### src/rtl/adc_cmd_pkg.sv
`timescale 1ns/1ps
package adc_cmd_pkg;
  localparam int BYTE_W = 8;
  localparam int ADDR_W = 3;
  localparam int GAIN_W = 3;
  localparam int PRE_W  = 3;
  localparam int CH_W   = ADDR_W + 1;
  localparam int NEG_W  = CH_W + 1;

  typedef struct packed {
    logic              single;
    logic              odd;
    logic [ADDR_W-1:0] addr;
  } chan_sel_t;

  typedef struct packed {
    logic              temp;
    logic              rej_a;
    logic              rej_b;
    logic              fast;
    logic [GAIN_W-1:0] gain;
  } conv_cfg_t;

  localparam int CHAN_FLD_W = $bits(chan_sel_t);
  localparam int CFG_FLD_W  = $bits(conv_cfg_t);

  localparam chan_sel_t CHAN_DEFAULT = '0;
  localparam conv_cfg_t CFG_DEFAULT  = '0;

  localparam logic [PRE_W-1:0] PRE_HOLD_A = 3'b000;
  localparam logic [PRE_W-1:0] PRE_HOLD_B = 3'b100;
  localparam logic [PRE_W-1:0] PRE_LOAD   = 3'b101;

  localparam logic [NEG_W-1:0] NEG_COMMON = NEG_W'(1) << CH_W;

  typedef enum logic [1:0] {
    ST_BOOT = 2'd0,
    ST_CONV = 2'd1,
    ST_IDLE = 2'd2
  } dec_state_t;
endpackage

### src/rtl/adc_cmd_rx.sv
`timescale 1ns/1ps
module adc_cmd_rx
  import adc_cmd_pkg::*;
(
  input  logic              clk,
  input  logic              rst,
  input  logic              accept,
  input  logic              rx_valid,
  input  logic [BYTE_W-1:0] rx_byte,
  input  logic              rx_stop,
  output chan_sel_t         stg_chan,
  output logic              stg_chan_vld,
  output conv_cfg_t         stg_cfg,
  output logic              stg_cfg_vld,
  output logic              bad_pre
);
  localparam int IDX_W = 2;
  localparam logic [IDX_W-1:0] IDX_SAT = 2'd2;

  logic [IDX_W-1:0] idx;
  logic [PRE_W-1:0] pre;
  logic             take;
  logic             pre_legal;

  assign take      = accept && rx_valid;
  assign pre       = rx_byte[BYTE_W-1 -: PRE_W];
  assign pre_legal = (pre == PRE_HOLD_A) || (pre == PRE_HOLD_B) || (pre == PRE_LOAD);
  assign bad_pre   = take && (idx == '0) && !pre_legal;

  always_ff @(posedge clk) begin
    if (rst) begin
      idx          <= '0;
      stg_chan     <= CHAN_DEFAULT;
      stg_chan_vld <= 1'b0;
      stg_cfg      <= CFG_DEFAULT;
      stg_cfg_vld  <= 1'b0;
    end else if (rx_stop) begin
      idx          <= '0;
      stg_chan_vld <= 1'b0;
      stg_cfg_vld  <= 1'b0;
    end else if (take) begin
      if (idx != IDX_SAT) idx <= idx + 1'b1;
      if (idx == '0) begin
        if (pre == PRE_LOAD) begin
          stg_chan     <= chan_sel_t'(rx_byte[CHAN_FLD_W-1:0]);
          stg_chan_vld <= 1'b1;
        end
      end else if (idx == 2'd1) begin
        if (stg_chan_vld && rx_byte[BYTE_W-1]) begin
          stg_cfg     <= conv_cfg_t'(rx_byte[CFG_FLD_W-1:0]);
          stg_cfg_vld <= 1'b1;
        end
      end
    end
  end
endmodule

### src/rtl/adc_mux_decode.sv
`timescale 1ns/1ps
module adc_mux_decode
  import adc_cmd_pkg::*;
(
  input  chan_sel_t        sel,
  output logic [CH_W-1:0]  pos,
  output logic [NEG_W-1:0] neg
);
  always_comb begin
    pos = {sel.addr, sel.odd};
    if (sel.single) neg = NEG_COMMON;
    else            neg = {1'b0, sel.addr, ~sel.odd};
  end
endmodule

### src/rtl/adc_cmd_decoder.sv
`timescale 1ns/1ps
module adc_cmd_decoder
  import adc_cmd_pkg::*;
(
  input  logic              clk,
  input  logic              rst,
  input  logic              rx_valid,
  input  logic [BYTE_W-1:0] rx_byte,
  input  logic              rx_stop,
  input  logic              conv_done,
  output logic              conv_start,
  output logic              chan_single,
  output logic [CH_W-1:0]   pos_ch,
  output logic [NEG_W-1:0]  neg_ch,
  output logic              cfg_temp,
  output logic              cfg_rej_a,
  output logic              cfg_rej_b,
  output logic              cfg_fast,
  output logic [GAIN_W-1:0] cfg_gain,
  output logic              preamble_err
);
  dec_state_t       state;
  chan_sel_t        stg_chan;
  conv_cfg_t        stg_cfg;
  logic             stg_chan_vld, stg_cfg_vld, bad_pre;
  logic [CH_W-1:0]  dec_pos, dec_neg_unused_pos;
  logic [NEG_W-1:0] dec_neg, def_neg;
  conv_cfg_t        cfg_q;

  adc_cmd_rx u_rx (
    .clk(clk), .rst(rst), .accept(state == ST_IDLE),
    .rx_valid(rx_valid), .rx_byte(rx_byte), .rx_stop(rx_stop),
    .stg_chan(stg_chan), .stg_chan_vld(stg_chan_vld),
    .stg_cfg(stg_cfg), .stg_cfg_vld(stg_cfg_vld), .bad_pre(bad_pre)
  );

  adc_mux_decode u_dec_new (.sel(stg_chan), .pos(dec_pos), .neg(dec_neg));
  adc_mux_decode u_dec_def (.sel(CHAN_DEFAULT), .pos(dec_neg_unused_pos), .neg(def_neg));

  always_ff @(posedge clk) begin
    if (rst) begin
      state        <= ST_BOOT;
      conv_start   <= 1'b0;
      chan_single  <= CHAN_DEFAULT.single;
      pos_ch       <= {CHAN_DEFAULT.addr, CHAN_DEFAULT.odd};
      neg_ch       <= def_neg;
      cfg_q        <= CFG_DEFAULT;
      preamble_err <= 1'b0;
    end else begin
      conv_start <= 1'b0;
      if (bad_pre) preamble_err <= 1'b1;
      case (state)
        ST_BOOT: begin
          conv_start <= 1'b1;
          state      <= ST_CONV;
        end
        ST_CONV: begin
          if (conv_done) state <= ST_IDLE;
        end
        ST_IDLE: begin
          if (rx_stop) begin
            if (stg_chan_vld) begin
              chan_single <= stg_chan.single;
              pos_ch      <= dec_pos;
              neg_ch      <= dec_neg;
            end
            if (stg_cfg_vld) cfg_q <= stg_cfg;
            conv_start <= 1'b1;
            state      <= ST_CONV;
          end
        end
        default: state <= ST_BOOT;
      endcase
    end
  end

  assign cfg_temp  = cfg_q.temp;
  assign cfg_rej_a = cfg_q.rej_a;
  assign cfg_rej_b = cfg_q.rej_b;
  assign cfg_fast  = cfg_q.fast;
  assign cfg_gain  = cfg_q.gain;

  logic unused_ok;
  assign unused_ok = ^dec_neg_unused_pos;
endmodule

### config.mk
export PLATFORM = sky130hd
export DESIGN_NAME = adc_cmd_decoder
export DESIGN_NICKNAME = d
export VERILOG_FILES = /design/src/rtl/adc_cmd_pkg.sv /design/src/rtl/adc_cmd_rx.sv /design/src/rtl/adc_mux_decode.sv /design/src/rtl/adc_cmd_decoder.sv
export SDC_FILE = /design/constraint.sdc
export NUM_CORES = 1
export LEC_CHECK = 0
export BUFFER_PORTS_ARGS = -buffer_cell sky130_fd_sc_hd__buf_2
export CORE_ASPECT_RATIO = 1.4
export CORE_MARGIN = 2
export CORE_UTILIZATION = 48
export DETAILED_ROUTE_END_ITERATION = 6
export PLACE_DENSITY = 0.72
export RECOVER_POWER = 100
export SLEW_MARGIN = 20
export SYNTH_ARGS = -nofsm -noshare
export SYNTH_HDL_FRONTEND = slang
export SYNTH_SLANG_ARGS = --single-unit
### constraint.sdc
create_clock -name clk -period 1.25 [get_ports clk]
set_input_delay 0.1875 -clock clk [delete_from_list [all_inputs] [get_ports clk]]
set_output_delay 0.1875 -clock clk [all_outputs]
set_load 0.005 [all_outputs]
Word level (Yosys, flattened, before mapping) --
Index checks and enable logic that the tools add are counted.
Storage, ports and cells: logic and storage cells 59, output and inout bits 19, register bits after elaboration 37, input port bits 13
Operators by class: reductions and logical operators 19, bitwise gates (word level) 3, muxes and demuxes 6, equal/unequal tests 8, add/subtract/negate cells 1
Operator list (count):
- 3-bit AND reduction | 3
- 4-bit AND reduction | 2
- 3-bit == test, second input constant | 2
- 2-bit inequality test, second input constant | 3
- 2-bit case mux with 3 select lines | 1
- 5-bit 2-to-1 mux | 1
- 5-bit AND reduction | 1
- 2-bit by 1-bit == test with 1-bit output, second input constant | 2
- 1-bit logical AND | 4
- 2-bit zero test | 2
- 2-bit 2-to-1 mux | 2
- 2-bit AND reduction | 2
- 3-bit zero test | 1
- 1-bit inverter | 3
- 2-bit by 1-bit adder with 2-bit output, second input constant | 1
- 2-bit == test, second input constant | 1
- 1-bit logical OR | 2
- 1-bit case mux with 2 select lines | 1
- 2-bit OR reduction | 1
- 1-bit zero test | 1
- 1-bit 2-to-1 mux | 1

Depth between registers and ports, before layout --
Gate-level depths: netlist of run 1.
depth after elaboration 5, depth in mapped cells 6, mapped depth without buffers 5

By module --
A second synthesis of run 1 with hierarchy kept.
Unflattened totals: cells, all modules 182, area total of the unflattened synthesis 1854.3 sq um
Modules (own cells, without submodules):
- adc_cmd_decoder | area each 930.9 sq um, times used 1, cells each 82, sequential area each 470.5 sq um
- adc_cmd_rx | area each 803.3 sq um, times used 1, cells each 82, sequential area each 320.3 sq um
- adc_mux_decode | area each 60.1 sq um, times used 2, cells each 9, sequential area each 0.0 sq um

Least setup slack after synthesis of run 1 --
OpenSTA, ideal clock, no wires.
path type register -> register, start point register u_rx.idx[0], end point register, netlist name u_rx.stg_cfg[0], data required time 1179 ps, setup time 71 ps, setup slack -94 ps, path buffers 1, clock period less this slack 1344 ps, arrival time 1273 ps, cell stages (with the launch flop) 7, cell sequence dfxtp_1 > inv_1 > ha_1 > and3b_1 > clkbuf_1 > nand4_1 > a21oi_1
On the way: cells in the longest elaborated chain, start to end 3, elaborated cells on any way between the ends 4, classes of those cells eq/ne: 1; bitwise: 1; reduce/logical: 2
RTL lines:
- start, declared | RTL line adc_cmd_rx.sv:20 | logic [IDX_W-1:0] idx;
- start signal, assigned | RTL line adc_cmd_rx.sv:42 | if (idx != IDX_SAT) idx <= idx + 1'b1;
- 2-bit zero test | RTL line adc_cmd_rx.sv:43 | if (idx == '0) begin
- 1-bit inverter (no source line)
- 5-bit AND reduction (no source line) (*)
Mark *: on every way between the ends. The rest lies on a longest branch, timed or not. A chain may end at the register's enable or synchronous reset.

Worst setup path after layout of run 1 --
start point register u_rx.idx[0], end point register, netlist name u_rx.stg_cfg[2]
On the way: cells in the longest elaborated chain, start to end 3, elaborated cells on any way between the ends 4, classes of those cells eq/ne: 1; bitwise: 1; reduce/logical: 2
RTL lines (RTL line):
- 2-bit zero test | adc_cmd_rx.sv:43
- 1-bit inverter (no source line)
- 5-bit AND reduction (no source line) (*)
Marks and branches as above.

==> metrics.md, run 1 <==
| Metric | Value |
|---|---|
| Status | finished, violations left |
| Failing checks | negative setup slack |
| Worst relative slew slack | 76.1% |
| DRC Markers | 0 |
| Port Buffer Count | 31 |
| Die Y-Extent | 71.1 µm |
| Clk slew on worst S/H paths | 70 ps |
| Slowest stage cell on the critical path | dfxtp_4 |
| Fmax | 0.769 GHz |
| Vias | 1291 |
| Wire per inst | 14.3 µm |
| Number of synthesis warnings | 0 |
| Min Tclk post-route | 1300 ps |
| Place WS | -145 ps |
| Top cell type's share of synthesized area | 46.6% |
| Final Hold Fails | 0 |
| Area leader, netlist | dfxtp_1 |
| Dpl hpwl | 2450 µm |
| RSZ-0062 raised after global routing | true |
| Data required, critical path | 1470 ps |
| Min setup slack post-route | -50.8 ps |
| Routed WL | 3430 µm |
| Vias in the first global route | 1223 |
| Initial DRT Pass Iterations | 4 |
| Most used DFF post-synth | dfxtp_1 |
| Fraction of layout cells with a size suffix above 1 | 39.8% |
| Die Area | 0.00370 mm² |
| Cts bufs inserted | 5 |
| Starting density of the core | 50.0% |
| Synthesized Nets | 178 |
| CP Buf/Inv Count | 1 |
| Post-Syn Instances | 162 |
| ANT cells | 0 |
| Clock sink count | 36 |
| Largest net degree at the start of global routing | 23 |
| Skew final | 4.90 ps |
| Top-level port count | 32 |
| Crit path launch type | flip-flop |
| Via-to-Cell Ratio | 5.38 |
| Distinct cells, synth | 34 |
| Crit-path leading delay family | simple AND/OR/NAND/NOR gates |
| Synth area leaders | dfxtp_1, mux2i_1, a21oi_1, or2b_1, nand2_1 |
| Most instantiated library cell after synthesis | dfxtp_1 |
| Critical Path Max Stage Delay | 380 ps |
| H-Tree Level Count | 2 |
| HP Class | input port to flip-flop |
| Post-synth EDFFs | 0 |
| Post-CTS Hold Fix Bufs | 0 |
| WS Path Type | flip-flop to flip-flop |
| Antenna Nets Post-Route | 0 |
| Final setup vio count | 6 |
| Root buffer cell | clkbuf_8 |
| Lkg Pwr | 0.836 nW |
| Row count | 24 |
| Post-synth top cells | dfxtp_1, a21oi_1, nand2_1 |
| TritonCTS clock tree | yes |
| Crit. End Element | flip-flop |
| Die width | 52.0 µm |
| Crit path launch | u_rx.idx[0] |
| Min-delay src | rx_byte[1] |
| Worst path arrival time | 1520 ps |
| Synth Area per Inst | 9.54 µm² |
| Power per cell area | 1030 mW/mm² |
| Register area | 734 µm² |
| Worst-Skew Late Latency | 280 ps |
| Worst Tran Pin Value | 359 ps |
| Sequential fraction of the synthesis area | 46.6% |
| GRT Util Overall | 20.9% |
| Asr flop ratio synth | 0% |
| Crit Path Max Fanout | 8 |
| Synth Cell Area | 0.00155 mm² |
| Synthesized flop and latch total | 36 |
| Total power | 2.04 mW |
| DR iter-0 viols | 20 |
| Worst r2r src | u_rx.idx[0] |
| Routability cong. | 0.851 |
| Filler instances | 259 |
| Global route total overflow | 0 |
| VDD IR-drop max | 0.569 mV |
| CP Cell Sequence | inv_4 -> ha_4 -> and3b_2 -> nand4_1 -> a21oi_2 |
| Final Net Count | 217 |
| First-pass GRT wire length | 5650 µm |
| Multi-input logic area | 837 µm² |
| Antenna violations before repair | 0 |
| CORE AREA | 0.00309 mm² |
| Layout area overhead | 28.3% |
| CTS max path bufs | 2 |
| Max-slew violations | 0 |
| Final Cycle Share | 104% |
| MaxCap Viol Count | 0 |
-- metal layers --
metal  wire length (µm)  track usage (%)
met1               1370             22.9
met3                176             6.33
met5                  0                0
met2               1790             35.2
met4                 95             11.4
-- cell type report --
type / count / area share (%)
well taps: 39 / 2.46
clock inverters: 1 / 0.253
flip-flops and latches: 36 / 37.1
clock buffers: 6 / 3.66
repair buffers: 44 / 13.1
inverters: 5 / 1.20
multi-input cells: 109 / 42.2
-- layout by cell type, fill, tap and decap left out, drive strengths merged --
| master | count |
|---|---|
| buf | 44 |
| dfxtp | 36 |
| a21oi | 17 |
| nand2 | 16 |
| mux2i | 12 |
| nor2 | 10 |
| or2b | 10 |
| o21ai | 8 |
| nand4 | 7 |
| clkbuf | 6 |
| nor3 | 4 |
| inv | 4 |
| nand3b | 3 |
| nand4b | 3 |
| ha | 3 |
| and4b | 2 |
| a2bb2oi | 2 |
| clkinv | 2 |
| nand4bb | 1 |
| and3b | 1 |
| nor4 | 1 |
| and4bb | 1 |
| xnor2 | 1 |
| a211o | 1 |
| nor2b | 1 |
| and2b | 1 |
| o2111ai | 1 |
| nand3 | 1 |
| a211oi | 1 |
| o21a | 1 |
-- report_power, final --
group / switching (mW) / internal, mW
Combinational: 0.0705 / 0.0610
Clock: 0.374 / 0.378
Sequential: 0.0100 / 1.15
-- state kept, by name, indices dropped and copies added (netlist names), 2 cells and up --
| signal | flops |
|---|---|
| neg_ch | 4 |
| u_rx.stg_chan | 5 |
| cfg_gain | 3 |
| pos_ch | 4 |
| state | 2 |
| u_rx.idx | 2 |
| u_rx.stg_cfg | 7 |
-- kinds of logic (layout without fill, tap and decap cells) --
family | Yosys count | count (layout) | synth area share (%)
xor gates and xnor gates | 1 | 1 | 0.567
muxes | 12 | 12 | 7.77
adders and majority gates | 3 | 3 | 2.43
buffers and inverters | 17 | 56 | 5.75
DFF | 36 | 36 | 46.6
and+or+nand+nor | 62 | 62 | 25.5
AOI/OAI and AO/OA | 31 | 31 | 11.3
-- through the flow --
stage | utilization (%) | setup TNS [ps] | hold WS, ps | cell area [µm²] | instances
5_1_grt | 64.1 | -966 | 181 | 1980 | 240
6_report | 64.1 | -149 | 188 | 1980 | 240
2_1_floorplan | - | -257 | 342 | 1570 | 162
4_1_cts | 61.9 | -80.2 | 187 | 1910 | 239
3_5_place_dp | 57.8 | -1710 | 435 | 1790 | 232
3_3_place_gp | 57.8 | -474 | 431 | 1790 | 232
-- final timing paths --
check,end,cells past startpoint,slack (ps)
worst max-delay path,u_rx.stg_cfg[2],5,-50
worst min register to register,preamble_err,2,450
worst max register to register,u_rx.stg_cfg[2],5,-50
worst min-delay path,u_rx.stg_cfg[1],3,190
-- worst register-to-register path: stages, from the launching register on --
cell     delay [ps]
dfxtp_4         380
inv_4            50
ha_4            170
and3b_2         320
nand4_1         150
a21oi_2         170
-- what timing repair did --
action,in CTS,in global routing
gates resized for setup,21,22
pin swaps,8,8
setup buffers,0,1
endpoints found under the setup margin,23,23
Note: power is estimated with default switching activity, not from simulation.
==> inputs of run 2 (changes only) <==
CORE_MARGIN = unset   (was 2)
==> metrics.md, run 2 (synthesis results as in run 1) <==
| Metric | Value |
|---|---|
| Status | finished, violations left (unchanged) |
| Failing checks | design-rule violations, negative setup slack (was negative setup slack) |
| Top reg by flops | u_rx.stg_cfg (unchanged) |
| Crit path launch type | flip-flop (unchanged) |
| Fraction of layout cells with a size suffix above 1 | 36.6% (was 39.8%) |
| Biggest regs | u_rx.stg_cfg x7, u_rx.stg_chan x5 (unchanged) |
| Port Buffer Count | 31 (unchanged) |
| Worst Tran Pin Value | 475 ps (was 359 ps) |
| Min Tclk post-route | 1250 ps (was 1300 ps) |
| Cts bufs inserted | 5 (unchanged) |
| Die Y-Extent | 69.1 µm (was 71.1 µm) |
| Root buffer cell | clkbuf_8 (unchanged) |
| Fmax | 0.798 GHz (was 0.769 GHz) |
| Skew final | 7.59 ps (was 4.90 ps) |
| Largest net degree at the start of global routing | 26 (was 23) |
| Top-level port count | 32 (unchanged) |
| VDD IR-drop max | 0.789 mV (was 0.569 mV) |
| Global route total overflow | 0 (unchanged) |
| Clk slew on worst S/H paths | 70 ps (about the same) |
| Crit Path Max Fanout | 8 (unchanged) |
| Largest register FFs | 7 (unchanged) |
| GRT Util Overall | 21.7% (was 20.9%) |
| HP Class | input port to flip-flop (unchanged) |
| Clock sink count | 36 (unchanged) |
| Min setup slack post-route | -3.30 ps (was -50.8 ps) |
| Vias | 1297 (was 1291) |
| Worst path arrival time | 1470 ps (was 1520 ps) |
| Initial DRT Pass Iterations | 6 (was 4) |
| Starting density of the core | 50.0% (unchanged) |
| Most common cell after layout, fill and taps aside | dfxtp_1 |
| CTS max path bufs | 2 (unchanged) |
| Most frequent cells in the layout | dfxtp_1, buf_2, a21oi_1 (unchanged) |
| Max-slew violations | 0 (unchanged) |
| Routability cong. | 0.819 (was 0.851) |
| First-pass GRT wire length | 5570 µm (was 5650 µm) |
| CORE AREA | 0.00309 mm² (unchanged) |
| WS Path Type | flip-flop to flip-flop (unchanged) |
| Via-to-Cell Ratio | 5.38 (about the same) |
| ANT cells | 0 (unchanged) |
| Vias in the first global route | 1250 (was 1223) |
| Routed WL | 3460 µm (was 3430 µm) |
| Dpl hpwl | 2420 µm (was 2450 µm) |
| Dpl cell area | 0.00179 mm² (about the same) |
| DRC Markers | 1 (was 0) |
| H-Tree Level Count | 2 (unchanged) |
| Antenna violations before repair | 0 (unchanged) |
| TritonCTS clock tree | yes (unchanged) |
| Final Util | 64.3% (was 64.1%) |
| Final Cycle Share | 100% (was 104%) |
| Crit. End Element | flip-flop (unchanged) |
| Final Hold Fails | 0 (unchanged) |
| Total power | 2.17 mW (was 2.04 mW) |
| Data required, critical path | 1470 ps (about the same) |
| RSZ-0062 raised after global routing | true (unchanged) |
| Worst-Skew Late Latency | 290 ps (was 280 ps) |
| Lkg Pwr | 0.830 nW (was 0.836 nW) |
| Layout area overhead | 28.7% (was 28.3%) |
| Die Area | 0.00345 mm² (was 0.00370 mm²) |
| Final setup vio count | 1 (was 6) |
| Worst relative slew slack | 68.3% (was 76.1%) |
| Final Net Count | 218 (was 217) |
| Power per cell area | 1090 mW/mm² (was 1030 mW/mm²) |
| Design area | 0.00199 mm² (was 0.00198 mm²) |
| Row count | 24 (unchanged) |
| MaxCap Viol Count | 0 (unchanged) |
| Die width | 50.0 µm (was 52.0 µm) |
| Antenna Nets Post-Route | 0 (unchanged) |
| Wire per inst | 14.4 µm (was 14.3 µm) |
| DR iter-0 viols | 18 (was 20) |
[run 2: cell count changes in the layout (fill, tap and decap cells not counted), moves of 3 or more]
cell	change
o21ai_2	-4
nand2_2	+3
buf_4	-5
clkbuf_1	+3
buf_2	-3
o21ai_1	+4
[run 2: worst paths after layout]
| check | start | end | slack (ps) | cells after the start |
|---|---|---|---|---|
| max reg2reg | state[1] | neg_ch[1] | -3 | 4 |
| max | state[1] | neg_ch[1] | -3 | 4 |
| min | rx_byte[3] | u_rx.stg_cfg[3] | 190 | 3 |
| min reg2reg | preamble_err | preamble_err | 450 | 2 |
[run 2: critical path: stages (launching register included)]
cell and delay, ps:
dfxtp_4 380, clkbuf_1 130, and4b_2 350, nand3b_1 150
a21oi_2 180
[run 2: area by class of cell]
type,count,area (µm²)
fill,267,1100
multi-input combinational,109,818
sequential,36,731
timing repair buffer,45,273
clock buffer,7,96.3
tap,39,48.8
inverter,5,21.3
[run 2: metal layers]
layer	vias up	global-route usage, %	routed length, µm
li1	643	-	-
met1	598	24.0	1340
met4	0	13.3	142
met2	39	36.2	1830
met3	17	5.52	144
met5	-	0	0
[run 2: repair_timing]
action,in CTS,in global routing
hold buffers,0,0
buffers inserted,2,2
pin swaps,5,17
resized for setup,14,23
endpoints found under the setup margin,23,23
[run 2: per-stage QoR]
| step | setup TNS (ps) | hold slack, ps | setup slack (ps) | cells |
|---|---|---|---|---|
| CTS | 0 | 170 | 2.17 | 239 |
| global route | -918 | 218 | -67.2 | 241 |
| floorplan | -257 | 342 | -51.3 | 162 |
| detailed placement | -2040 | 437 | -138 | 230 |
| finish | -3.30 | 188 | -3.30 | 241 |
| global placement | -637 | 432 | -69.4 | 230 |
[run 2: power breakdown]
part           leakage, nW  total (mW)  switching [mW]  internal (mW)
registers            0.293        1.16         0.00943           1.15
logic                0.487       0.134          0.0734         0.0609
clock network       0.0503       0.871           0.381          0.490
total                0.830        2.17           0.463           1.70
